File: src/rtl/xport_sem_pkg.sv
package xport_sem_pkg;
  localparam int unsigned FLAG_COUNT = 8;
  localparam int unsigned DATA_BITS  = 8;

  typedef enum logic [1:0] {
    HOLD_NONE  = 2'd0,
    HOLD_LEFT  = 2'd1,
    HOLD_RIGHT = 2'd2
  } holder_e;
endpackage

File: src/rtl/xport_sem_decode.sv
module xport_sem_decode #(
  parameter int unsigned NUM_FLAGS = 8,
  localparam int unsigned IDX_W = $clog2(NUM_FLAGS)
) (
  input  logic                 sem_sel,
  input  logic                 mem_en,
  input  logic                 wr,
  input  logic                 oe,
  input  logic [IDX_W-1:0]     idx,
  input  logic                 wbit0,
  output logic [NUM_FLAGS-1:0] req,
  output logic [NUM_FLAGS-1:0] rel,
  output logic                 rd_en
);
  logic                 acc;
  logic                 wr_acc;
  logic [NUM_FLAGS-1:0] sel_vec;

  always_comb begin
    acc     = sem_sel & ~mem_en;
    wr_acc  = acc & wr;
    rd_en   = acc & ~wr & oe;
    sel_vec = NUM_FLAGS'(1) << idx;
    req     = (wr_acc & ~wbit0) ? sel_vec : '0;
    rel     = (wr_acc &  wbit0) ? sel_vec : '0;
  end
endmodule

File: src/rtl/xport_sem_cell.sv
module xport_sem_cell
  import xport_sem_pkg::*;
(
  input  logic clk,
  input  logic rst_n,
  input  logic req_l,
  input  logic rel_l,
  input  logic req_r,
  input  logic rel_r,
  output logic held_l,
  output logic held_r,
  output logic pend_l,
  output logic pend_r
);
  holder_e holder_q, holder_d;
  logic    pend_l_q, pend_r_q;
  logic    want_l, want_r;

  assign held_l = (holder_q == HOLD_LEFT);
  assign held_r = (holder_q == HOLD_RIGHT);
  assign pend_l = pend_l_q;
  assign pend_r = pend_r_q;

  always_comb begin
    want_l = held_l ? ~rel_l : ((pend_l_q | req_l) & ~rel_l);
    want_r = held_r ? ~rel_r : ((pend_r_q | req_r) & ~rel_r);
    if (held_l && want_l)      holder_d = HOLD_LEFT;
    else if (held_r && want_r) holder_d = HOLD_RIGHT;
    else if (want_l)           holder_d = HOLD_LEFT;
    else if (want_r)           holder_d = HOLD_RIGHT;
    else                       holder_d = HOLD_NONE;
  end

  always_ff @(posedge clk or negedge rst_n) begin
    if (!rst_n) begin
      holder_q <= HOLD_NONE;
      pend_l_q <= 1'b0;
      pend_r_q <= 1'b0;
    end else begin
      holder_q <= holder_d;
      pend_l_q <= want_l & (holder_d != HOLD_LEFT);
      pend_r_q <= want_r & (holder_d != HOLD_RIGHT);
    end
  end

  // at most one holder
  a_r6_single_holder: assert property (@(posedge clk) disable iff (!rst_n)
    $onehot0({held_l, held_r}));
  // a holder keeps the flag until it releases it
  a_r9_holder_keeps: assert property (@(posedge clk) disable iff (!rst_n)
    held_l && !rel_l |=> held_l);
  // a waiting port gets the flag when the holder lets go
  a_r6_handover: assert property (@(posedge clk) disable iff (!rst_n)
    held_l && rel_l && pend_r && !rel_r |=> held_r);
  // the left port wins a free flag
  a_r7_left_first: assert property (@(posedge clk) disable iff (!rst_n)
    !held_l && !held_r && req_l && !rel_l |=> held_l);
endmodule

File: src/rtl/xport_semaphore.sv
module xport_semaphore
  import xport_sem_pkg::*;
#(
  parameter int unsigned NUM_FLAGS = FLAG_COUNT,
  parameter int unsigned DATA_W    = DATA_BITS,
  localparam int unsigned IDX_W    = $clog2(NUM_FLAGS)
) (
  input  logic              clk,
  input  logic              rst_n,
  input  logic              l_sem_sel,
  input  logic              l_mem_en,
  input  logic              l_wr,
  input  logic              l_oe,
  input  logic [IDX_W-1:0]  l_addr,
  input  logic [DATA_W-1:0] l_wdata,
  output logic [DATA_W-1:0] l_rdata,
  input  logic              r_sem_sel,
  input  logic              r_mem_en,
  input  logic              r_wr,
  input  logic              r_oe,
  input  logic [IDX_W-1:0]  r_addr,
  input  logic [DATA_W-1:0] r_wdata,
  output logic [DATA_W-1:0] r_rdata
);
  logic [NUM_FLAGS-1:0] l_req, l_rel, r_req, r_rel;
  logic [NUM_FLAGS-1:0] held_l_v, held_r_v, pend_l_v, pend_r_v;
  logic                 l_rd, r_rd;

  xport_sem_decode #(.NUM_FLAGS(NUM_FLAGS)) u_dec_l (
    .sem_sel(l_sem_sel), .mem_en(l_mem_en), .wr(l_wr), .oe(l_oe),
    .idx(l_addr), .wbit0(l_wdata[0]),
    .req(l_req), .rel(l_rel), .rd_en(l_rd)
  );

  xport_sem_decode #(.NUM_FLAGS(NUM_FLAGS)) u_dec_r (
    .sem_sel(r_sem_sel), .mem_en(r_mem_en), .wr(r_wr), .oe(r_oe),
    .idx(r_addr), .wbit0(r_wdata[0]),
    .req(r_req), .rel(r_rel), .rd_en(r_rd)
  );

  for (genvar g = 0; g < NUM_FLAGS; g++) begin : g_flag
    xport_sem_cell u_cell (
      .clk(clk), .rst_n(rst_n),
      .req_l(l_req[g]), .rel_l(l_rel[g]),
      .req_r(r_req[g]), .rel_r(r_rel[g]),
      .held_l(held_l_v[g]), .held_r(held_r_v[g]),
      .pend_l(pend_l_v[g]), .pend_r(pend_r_v[g])
    );
  end

  always_comb begin
    l_rdata = l_rd ? {DATA_W{~held_l_v[l_addr]}} : '0;
    r_rdata = r_rd ? {DATA_W{~held_r_v[r_addr]}} : '0;
  end

  // an illegal cycle on one port with no write on the other changes no flag
  a_r5_illegal_quiet: assert property (@(posedge clk) disable iff (!rst_n)
    (l_sem_sel && l_mem_en) && !(r_sem_sel && !r_mem_en && r_wr)
    |=> $stable({held_l_v, held_r_v, pend_l_v, pend_r_v}));
  // read data is always all-zero or all-one
  a_r3_replicated: assert property (@(posedge clk) disable iff (!rst_n)
    (l_rdata == '0 || l_rdata == '1) && (r_rdata == '0 || r_rdata == '1));
  // no read data without output enable
  a_r4_oe_gate: assert property (@(posedge clk) disable iff (!rst_n)
    !l_oe |-> l_rdata == '0);
  // a port never holds and waits for the same flag
  a_r6_no_self_pend: assert property (@(posedge clk) disable iff (!rst_n)
    ((held_l_v & pend_l_v) == '0) && ((held_r_v & pend_r_v) == '0));
endmodule

File: config.mk
export PLATFORM = sky130hd
export DESIGN_NAME = xport_semaphore
export DESIGN_NICKNAME = d
export VERILOG_FILES = /design/src/rtl/xport_sem_pkg.sv /design/src/rtl/xport_sem_decode.sv /design/src/rtl/xport_sem_cell.sv /design/src/rtl/xport_semaphore.sv
export SDC_FILE = /design/constraint.sdc
export NUM_CORES = 1
export LEC_CHECK = 0
export ABC_AREA = 1
export BUFFER_PORTS_ARGS = -buffer_cell sky130_fd_sc_hd__clkbuf_2
export CAP_MARGIN = 20
export CELL_PAD_IN_SITES_DETAIL_PLACEMENT = 0
export CELL_PAD_IN_SITES_GLOBAL_PLACEMENT = 1
export CORE_MARGIN = 1
export CORE_UTILIZATION = 37
export CTS_CLUSTER_DIAMETER = 150
export DETAILED_ROUTE_END_ITERATION = 8
export PLACE_DENSITY_LB_ADDON = 0.3
export SYNTH_ARGS = -nofsm -noshare
export SYNTH_HDL_FRONTEND = slang
export SYNTH_SLANG_ARGS = --single-unit
File: constraint.sdc
create_clock -name clk -period 1.88 [get_ports clk]
set_input_delay 0.282 -clock clk [delete_from_list [all_inputs] [get_ports clk]]
set_output_delay 0.282 -clock clk [all_outputs]
set_load 0.02 [all_outputs]
# After elaboration in Yosys (flattened, before gate mapping)
# Index checks and enable logic that the tools add are counted.
[op_classes] magnitude_cmp=2 n_eq_ne=32 shift=2 n_mux=58 bitwise_logic=84 reduce_logical=16
[op_table] cell="2-bit two-way mux" n=32
[op_table] cell="8-bit two-way mux" n=6
[op_table] cell="1-bit AND" n=44
[op_table] cell="1-bit NOT" n=24
[op_table] cell="1-bit two-way mux" n=18
[op_table] cell="2-bit by 1-bit equality test with 1-bit output, second input constant" n=8
[op_table] cell="2-bit equality test, second input constant" n=8
[op_table] cell="1-bit logical AND" n=16
[op_table] cell="2-bit by 1-bit != test with 1-bit output, second input constant" n=8
[op_table] cell="2-bit != test, second input constant" n=8
[op_table] cell="1-bit OR" n=16
[op_table] cell="1-bit by 3-bit left shift with 8-bit output, first input constant" n=2
[op_table] cell="3-bit by 4-bit < comparator with 1-bit output, second input constant" n=2
[op_table] cell="1-bit binary-select mux with 3-bit select" n=2
[word_totals] ff_bits=32 in_bits=32

# Logic depth before layout (Yosys ltp)
# Gate-level depths: netlist of the first run.
[depth] word_depth=14 depth_mapped=8 ltp_nobuf=8

# By module
# From an unflattened synthesis of the first run, not the netlist that was laid out.
[unflattened] hier_cells=325 hier_area_um2=2132.0
[by_module_without_submodules] mod="xport_sem_cell (g_flag[1].u_cell ...)" instances=7 cells_each=26 area_each_um2=198.9 seq_area_each_um2=100.1
[by_module_without_submodules] mod="xport_sem_decode" instances=2 cells_each=33 area_each_um2=140.1 seq_area_each_um2=0.0
[by_module_without_submodules] mod="xport_semaphore" instances=1 cells_each=54 area_each_um2=267.8 seq_area_each_um2=0.0
[by_module_without_submodules] mod="xport_sem_cell (g_flag[0].u_cell)" instances=1 cells_each=23 area_each_um2=191.4 seq_area_each_um2=100.1

# Worst setup path after synthesis of the first run
# OpenSTA, ideal clock, no wires.
[synth_timing] path_kind="flip-flop to output port" start="register g_flag[0].u_cell.holder_q[1]" end="output r_rdata[1]" arrival_ns=1.533 t_required_ns=1.598 path_slack_ns=0.065 path_stages_with_launch=7 n_path_buf=1 cell_sequence="dfrtp_1 inv_1 nor2_1 a21oi_1 nand3_1 a21oi_1 buf_4"
[synth_via] elab_chain_len=5
[synth_rtl] item="start, declared" line_no="xport_sem_cell.sv:15" rtl="holder_e holder_q, holder_d;"
[synth_rtl] item="start signal, assigned" line_no="xport_sem_cell.sv:40" rtl="holder_q <= holder_d;"
[synth_rtl] item="2-bit equality test" line_no="xport_sem_cell.sv:20" rtl="assign held_r = (holder_q == HOLD_RIGHT);"
[synth_rtl] item="1-bit binary-select mux with 3-bit select" line_no="xport_semaphore.sv:53" rtl="r_rdata = r_rd ? {DATA_W{~held_r_v[r_addr]}} : '0;"
[synth_rtl] item="1-bit two-way mux (not written as such)" line_no="xport_semaphore.sv:53"
[synth_rtl] item="1-bit NOT" line_no="xport_semaphore.sv:53"
[synth_rtl] item="8-bit two-way mux" line_no="xport_semaphore.sv:53"
[synth_rtl] item="end, declared" line_no="xport_semaphore.sv:23" rtl="output logic [DATA_W-1:0] r_rdata"
# Every way passes these cells. The select of a mux whose other input is x is not followed.

# Worst setup path in the final report of the first run
[layout_timing] start="register g_flag[3].u_cell.holder_q[0]" end="output r_rdata[3]"
[layout_via] elab_chain_len=5
[layout_rtl] item="start, declared" line_no="xport_sem_cell.sv:15"
[layout_rtl] item="start signal, assigned" line_no="xport_sem_cell.sv:40"
[layout_rtl] item="2-bit equality test" line_no="xport_sem_cell.sv:20"
[layout_rtl] item="1-bit binary-select mux with 3-bit select" line_no="xport_semaphore.sv:53"
[layout_rtl] item="1-bit two-way mux (not written as such)" line_no="xport_semaphore.sv:53"
[layout_rtl] item="1-bit NOT" line_no="xport_semaphore.sv:53"
[layout_rtl] item="8-bit two-way mux" line_no="xport_semaphore.sv:53"
# Every way passes these cells. The select of a mux whose other input is x is not followed.

==> flow_metrics.env, run 1 <==
export IMPL_outcome="finished, final reports clean"
export IMPL_crit_path_start="g_flag[3].u_cell.holder_q[0]$_DFF_PN0_"
export IMPL_cts_sinks=32
export IMPL_grt_overflow=0
export IMPL_grt_use_total=0.169
export IMPL_cts_hold_buffers_added=0
export IMPL_path_cells="inv_1, nand2_1, nor2_1, nor2_1, nand3_1, a21oi_1, buf_4, buf_2"
export IMPL_criticalPathCategory="flop to output pin"
export IMPL_core_area_sq_um=5240
export IMPL_slowest_delay_ns=0.37
export IMPL_grt_pass1_vias=1747
export IMPL_synth_simple_area_share=0.426
export IMPL_p_per_area_nw_per_um2=650
export IMPL_drive_gt1_frac=0.204
export IMPL_grt_max_degree=33
export IMPL_relSlewSlack=0.723
export IMPL_finalHoldViolations=0
export IMPL_arrival_ns=1.49
export IMPL_leakage_nw=1.42
export IMPL_cpMostUsedCell="nor2_1"
export IMPL_setup_worst_path_start_class="flop"
export IMPL_mostFrequentLayoutCells="nand2_1, nor2_1, inv_1"
export IMPL_antenna_found_initial=0
export IMPL_ant_nets=0
export IMPL_worstMarginPinSlew_ns=0.415
export IMPL_nNetsFinal=377
export IMPL_via_per_inst=4.49
export IMPL_cp_slowest_cell="dfrtp_1"
export IMPL_wire_per_inst_um=11.0
export IMPL_synth_area_leaders="dfrtp_1, nand2_1, nor2_1"
export IMPL_fin_ws_ns=0.106
export IMPL_pin_count=48
export IMPL_synth_xor_area_frac=0
export IMPL_ys_ff_latch=32
export IMPL_r2r_cells=6
export IMPL_vias=1853
export IMPL_synth_top_family_by_area="simple AND/OR/NAND/NOR gates"
export IMPL_drc=0
export IMPL_fillers=553
export IMPL_synth_largest_area_cell="dfrtp_1"
export IMPL_post_dp_hpwl_mm=3.48
export IMPL_crit_end="r_rdata[3]"
export IMPL_rsz0062_at_grt="true"
export IMPL_io_buffers=33
export IMPL_final_common_cell="nand2_1"
export IMPL_finalSetupViolCount=0
export IMPL_dieArea_sq_um=5900
export IMPL_cp_end_kind="output pin"
export IMPL_clk_pin_slew_ns=0.06
export IMPL_avgSynthCellArea_sq_um=6.57
export IMPL_reg2reg_to="g_flag[2].u_cell.holder_q[1]$_DFF_PN0_"
export IMPL_syn_cell_area_sq_um=2070
export IMPL_place_area_sq_um=2240
export IMPL_skew_ns=0.000665
export IMPL_maxCapViolations=0
export IMPL_cts_root_buf="clkbuf_8"
export IMPL_gp_congestion=0.764
export IMPL_fin_crit_sh=0.944
export IMPL_yosys_warnings=0
export IMPL_synth_top_cell_area_share=0.387
export IMPL_wirelength_mm=4.53
export IMPL_worstPathRequired_ns=1.60
export IMPL_numCtsBuffers=5
export IMPL_clock_latency_ns=0.27
export IMPL_netlist_instances=315
export IMPL_crit_fanout=8
export IMPL_pre_cts_slack_ns=0.284
export IMPL_finalCriticalPeriod_ns=1.77
export IMPL_synth_adder_area_share=0
export IMPL_initialDrtViolationCount=71
export IMPL_antenna_cells=0
export IMPL_cts_tree="done"
export IMPL_clockBufferDepth=2
export IMPL_worstReg2RegStart="g_flag[2].u_cell.holder_q[1]$_DFF_PN0_"
export IMPL_areaGrowthSynthToFinish_pct=13.9
export IMPL_rrSetupSlack_ns=0.82
export IMPL_rows=26
export IMPL_yosysSeqAreaShare=0.387
export IMPL_die_h_um=76.8
export IMPL_synth_compound_area_frac=0.0435
export IMPL_finalMaxSlewViolations=0
export IMPL_start_util=0.395
export IMPL_fp_dieW_um=76.8
export IMPL_syn_nets=347
export IMPL_stdcell_area_sq_um=2360
export IMPL_htreeDepth=2
export IMPL_drt_first_pass_iters=4
export IMPL_synthMuxAreaShare=0
export IMPL_max_freq_mhz=564
export IMPL_hp_class="input port to async pin"
export IMPL_grt_pass1_wl_mm=7.67
export IMPL_irDropWorstVdd_v=0.000316
export IMPL_synth_cell_types=15
-- layout make-up --
cell class	instances	area [sq um]	area share
multi-input cells	218	982	0.417
flip-flops and latches	32	801	0.340
repair buffers	37	225	0.0955
clock buffers	5	68.8	0.0292
inverters	51	193	0.0817
well taps	70	87.6	0.0372
-- metal layers --
layer  vias to the layer above  part of all wire  GRT usage
met5                         -                 0          0
met3                         5             0.056     0.0298
li1                        989                 -          -
met2                        53              0.46      0.282
met1                       806              0.47      0.212
met4                         0             0.014     0.0750
-- flip-flops by register name (all words and copies together) (netlist names) --
register	flops
g_flag.u_cell.pend_l	8
g_flag.u_cell.pend_r	8
g_flag.u_cell.holder_q	16
-- worst min path at each step --
stage	slack, ns	start	end
floorplan	-0.01	rst_n	g_flag[0].u_cell.holder_q[0]$_DFF_PN0_
global placement	0.33	rst_n	g_flag[5].u_cell.holder_q[0]$_DFF_PN0_
detailed placement	0.33	rst_n	g_flag[5].u_cell.pend_l$_DFF_PN0_
CTS	0.04	rst_n	g_flag[5].u_cell.pend_l$_DFF_PN0_
global route	0.06	rst_n	g_flag[5].u_cell.holder_q[0]$_DFF_PN0_
finish	0.02	rst_n	g_flag[5].u_cell.pend_l$_DFF_PN0_
-- kinds of logic (layout without fill, tap and decap cells) --
group	Yosys count	in the layout
AND/OR/NAND/NOR	200	200
buffers and inverters	65	93
flip-flops	32	32
AO/OA/AOI/OAI	18	18
-- metrics by stage --
stage	hold WS (ns)	power (mW)	util	cells	setup TNS, ns
after floorplan	-0.0136	0.997	-	315	0
after global placement	0.330	1.08	0.428	407	0
after detailed placement	0.333	1.08	0.428	407	0
after CTS	0.0357	1.55	0.441	412	0
after global routing	0.0635	1.63	0.450	413	-0.172
final	0.0243	1.53	0.450	413	0
-- synth_stat cells --
master    count
clkinv_2      1
dfrtp_1      32
nor2_1       68
inv_2         1
nor2_2        2
inv_1        49
a21oi_1      18
nand2_1     100
nand4_4       1
nor2_4        3
nand3_1       8
nand3_2       8
nand4_1       2
nand2_2       8
buf_4        14
-- worst max-delay path, delay by kind of cell (launching register included) --
kind	cells	cell delay (ns)
buffers and inverters	3	0.39
DFF	1	0.37
and+or+nand+nor	4	0.31
AOI/OAI and AO/OA	1	0.15
-- timing repair --
item	in CTS	in global routing
setup endpoints to repair	0	16
buffers inserted	0	1
resized for setup	0	32
-- power by group --
| group | switching (mW) | total [mW] | internal (mW) |
|---|---|---|---|
| clock | 0.220 | 0.458 | 0.238 |
| combinational | 0.204 | 0.309 | 0.104 |
| sequential | 0.0165 | 0.765 | 0.748 |
| total | 0.441 | 1.53 | 1.09 |
Note: power is estimated with default switching activity, not from simulation.
==> inputs of run 2 (changes only) <==
--- a/config.mk
+++ b/config.mk
@@ -14,6 +14,7 @@
 export CORE_UTILIZATION = 37
 export CTS_CLUSTER_DIAMETER = 150
 export DETAILED_ROUTE_END_ITERATION = 8
+export HOLD_SLACK_MARGIN = 0.08
 export PLACE_DENSITY_LB_ADDON = 0.3
 export SYNTH_ARGS = -nofsm -noshare
 export SYNTH_HDL_FRONTEND = slang
==> run 2 against run 1 <==
Critical path depth unchanged. Critical endpoint unchanged. Clock power about the same. Combinational power about the same. Final cell count up 0.24%. Worst hold slack better by 0.45 ns. Register-to-register slack about the same. Maximum frequency about the same.
==> flow_metrics.env, run 2 (same netlist as run 1, synthesis figures left out) <==
export IMPL_rrSetupSlack_ns=0.82
export IMPL_p_per_area_nw_per_um2=648
export IMPL_clock_latency_ns=0.27
export IMPL_path_cells="inv_1, nand2_1, nor2_1, nor2_1, nand3_1, a21oi_1, buf_4, buf_2"
export IMPL_vias=1849
export IMPL_post_dp_hpwl_mm=3.48
export IMPL_start_util=0.395
export IMPL_mostFrequentLayoutCells="nand2_1, nor2_1, inv_1"
export IMPL_wire_per_inst_um=11.0
export IMPL_finalHoldViolations=0
export IMPL_finalMaxSlewViolations=0
export IMPL_worst_path_buf_inv=3
export IMPL_cts_root_buf="clkbuf_8"
export IMPL_worstReg2RegStart="g_flag[2].u_cell.holder_q[1]$_DFF_PN0_"
export IMPL_pre_cts_slack_ns=0.284
export IMPL_fillers=552
export IMPL_final_common_cell="nand2_1"
export IMPL_dieArea_sq_um=5900
export IMPL_clk_pin_slew_ns=0.06
export IMPL_drt_first_pass_iters=4
export IMPL_cts_sinks=32
export IMPL_numCtsBuffers=5
export IMPL_rsz0062_at_grt="true"
export IMPL_initialDrtViolationCount=76
export IMPL_clockBufferDepth=2
export IMPL_r2r_cells=6
export IMPL_cpLargestDelayFamily="buffers and inverters"
export IMPL_relSlewSlack=0.723
export IMPL_crit_path_start="g_flag[3].u_cell.holder_q[0]$_DFF_PN0_"
export IMPL_slowest_delay_ns=0.37
export IMPL_worstMarginPinSlew_ns=0.415
export IMPL_criticalPathCategory="flop to output pin"
export IMPL_cp_depth=8
export IMPL_cpMostUsedCell="nor2_1"
export IMPL_antenna_found_initial=0
export IMPL_die_h_um=76.8
export IMPL_crit_end="r_rdata[3]"
export IMPL_finalPower_mw=1.53
export IMPL_setup_worst_path_start_class="flop"
export IMPL_irDropWorstVdd_v=0.000317
export IMPL_top_layer="met4"
export IMPL_grt_use_total=0.169
export IMPL_worstPathRequired_ns=1.60
export IMPL_crit_fanout=8
export IMPL_wirelength_mm=4.54
export IMPL_leakage_nw=1.43
export IMPL_drive_gt1_frac=0.203
export IMPL_finalCriticalPeriod_ns=1.77
export IMPL_grt_max_degree=33
export IMPL_htreeDepth=2
export IMPL_met2_length_mm=2.08
export IMPL_multi_input_area_sq_um=982
export IMPL_met3WireLength_um=268
export IMPL_core_area_sq_um=5240
export IMPL_areaGrowthSynthToFinish_pct=14.4
export IMPL_fp_dieW_um=76.8
export IMPL_io_buffers=33
export IMPL_skew_ns=0.000665
export IMPL_reg2reg_to="g_flag[2].u_cell.holder_q[1]$_DFF_PN0_"
export IMPL_max_freq_mhz=563
export IMPL_arrival_ns=1.49
export IMPL_seqCellArea_sq_um=801
export IMPL_cp_end_kind="output pin"
export IMPL_largest_reg_flops=16
export IMPL_fin_crit_sh=0.944
export IMPL_ant_nets=0
export IMPL_maxCapViolations=0
export IMPL_wl_met1_mm=2.13
export IMPL_cts_tree="done"
export IMPL_hp_class="input port to flop"
export IMPL_finalSetupTns_ns=0
export IMPL_fin_ws_ns=0.105
export IMPL_cp_slowest_cell="dfrtp_1"
export IMPL_via_per_inst=4.47
export IMPL_finalSetupViolCount=0
export IMPL_nNetsFinal=378
export IMPL_pin_count=48
export IMPL_grt_pass1_wl_mm=7.67
export IMPL_outcome="finished, final reports clean"
export IMPL_gp_congestion=0.764
export IMPL_antenna_cells=0
export IMPL_rows=26
export IMPL_grt_overflow=0
export IMPL_grt_pass1_vias=1749
export IMPL_drc=0
export IMPL_regMostFlops="g_flag.u_cell.holder_q"
## run 2: worst min-delay path by stage
| stage | startpoint | depth (start not counted) | to |
|---|---|---|---|
| final | l_wdata[0] | 6 | g_flag[7].u_cell.pend_r$_DFF_PN0_ |
| after global routing | l_wdata[0] | 6 | g_flag[7].u_cell.pend_r$_DFF_PN0_ |
| after CTS | l_wdata[0] | 6 | g_flag[3].u_cell.holder_q[0]$_DFF_PN0_ |
| after detailed placement | rst_n | 2 | g_flag[5].u_cell.pend_l$_DFF_PN0_ |
| after global placement | rst_n | 2 | g_flag[5].u_cell.holder_q[0]$_DFF_PN0_ |
| after floorplan | rst_n | 0 | g_flag[0].u_cell.holder_q[0]$_DFF_PN0_ |
## run 2: report_power, final
part	internal [mW]	leakage [nW]	switching, mW	total (mW)
Sequential	0.748	0.403	0.0165	0.765
Clock	0.238	0.0359	0.220	0.458
Combinational	0.106	0.986	0.204	0.310
Total	1.09	1.43	0.441	1.53
## run 2: area by class of cell
| cell class | count | share of cell area |
|---|---|---|
| multi-input cells | 218 | 0.415 |
| flip-flops and latches | 32 | 0.338 |
| repair buffers | 38 | 0.0994 |
| inverters | 51 | 0.0814 |
| well taps | 70 | 0.0370 |
| clock buffers | 5 | 0.0291 |
## run 2: per-stage QoR
stage	utilization	instances	instance area [sq um]	hold slack (ns)
2_1_floorplan	-	315	2070	-0.0136
3_3_place_gp	0.428	407	2240	0.330
3_5_place_dp	0.428	407	2240	0.333
4_1_cts	0.443	413	2320	0.465
5_1_grt	0.452	414	2370	0.505
6_report	0.452	414	2370	0.477
## run 2: per-layer routing
metal,GRT usage,vias up
met5,0,-
met4,0.0750,0
met3,0.0298,5
met2,0.282,54
met1,0.212,799
li1,-,991
## run 2: repair_timing
| action | 4_1_cts | 5_1_grt |
|---|---|---|
| hold endpoints to repair | 32 | 0 |
| setup buffers | 0 | 1 |
| setup endpoints to repair | 0 | 16 |
| gates resized for setup | 0 | 32 |
| hold buffers | 1 | 0 |
## run 2: tightest hold or removal path, cell delays in order
cell and delay [ns]:
clkbuf_2 0.12, nor2_4 0.07, nand2_1 0.06, nand2_1 0.07
nand3_2 0.08, nor2_1 0.04
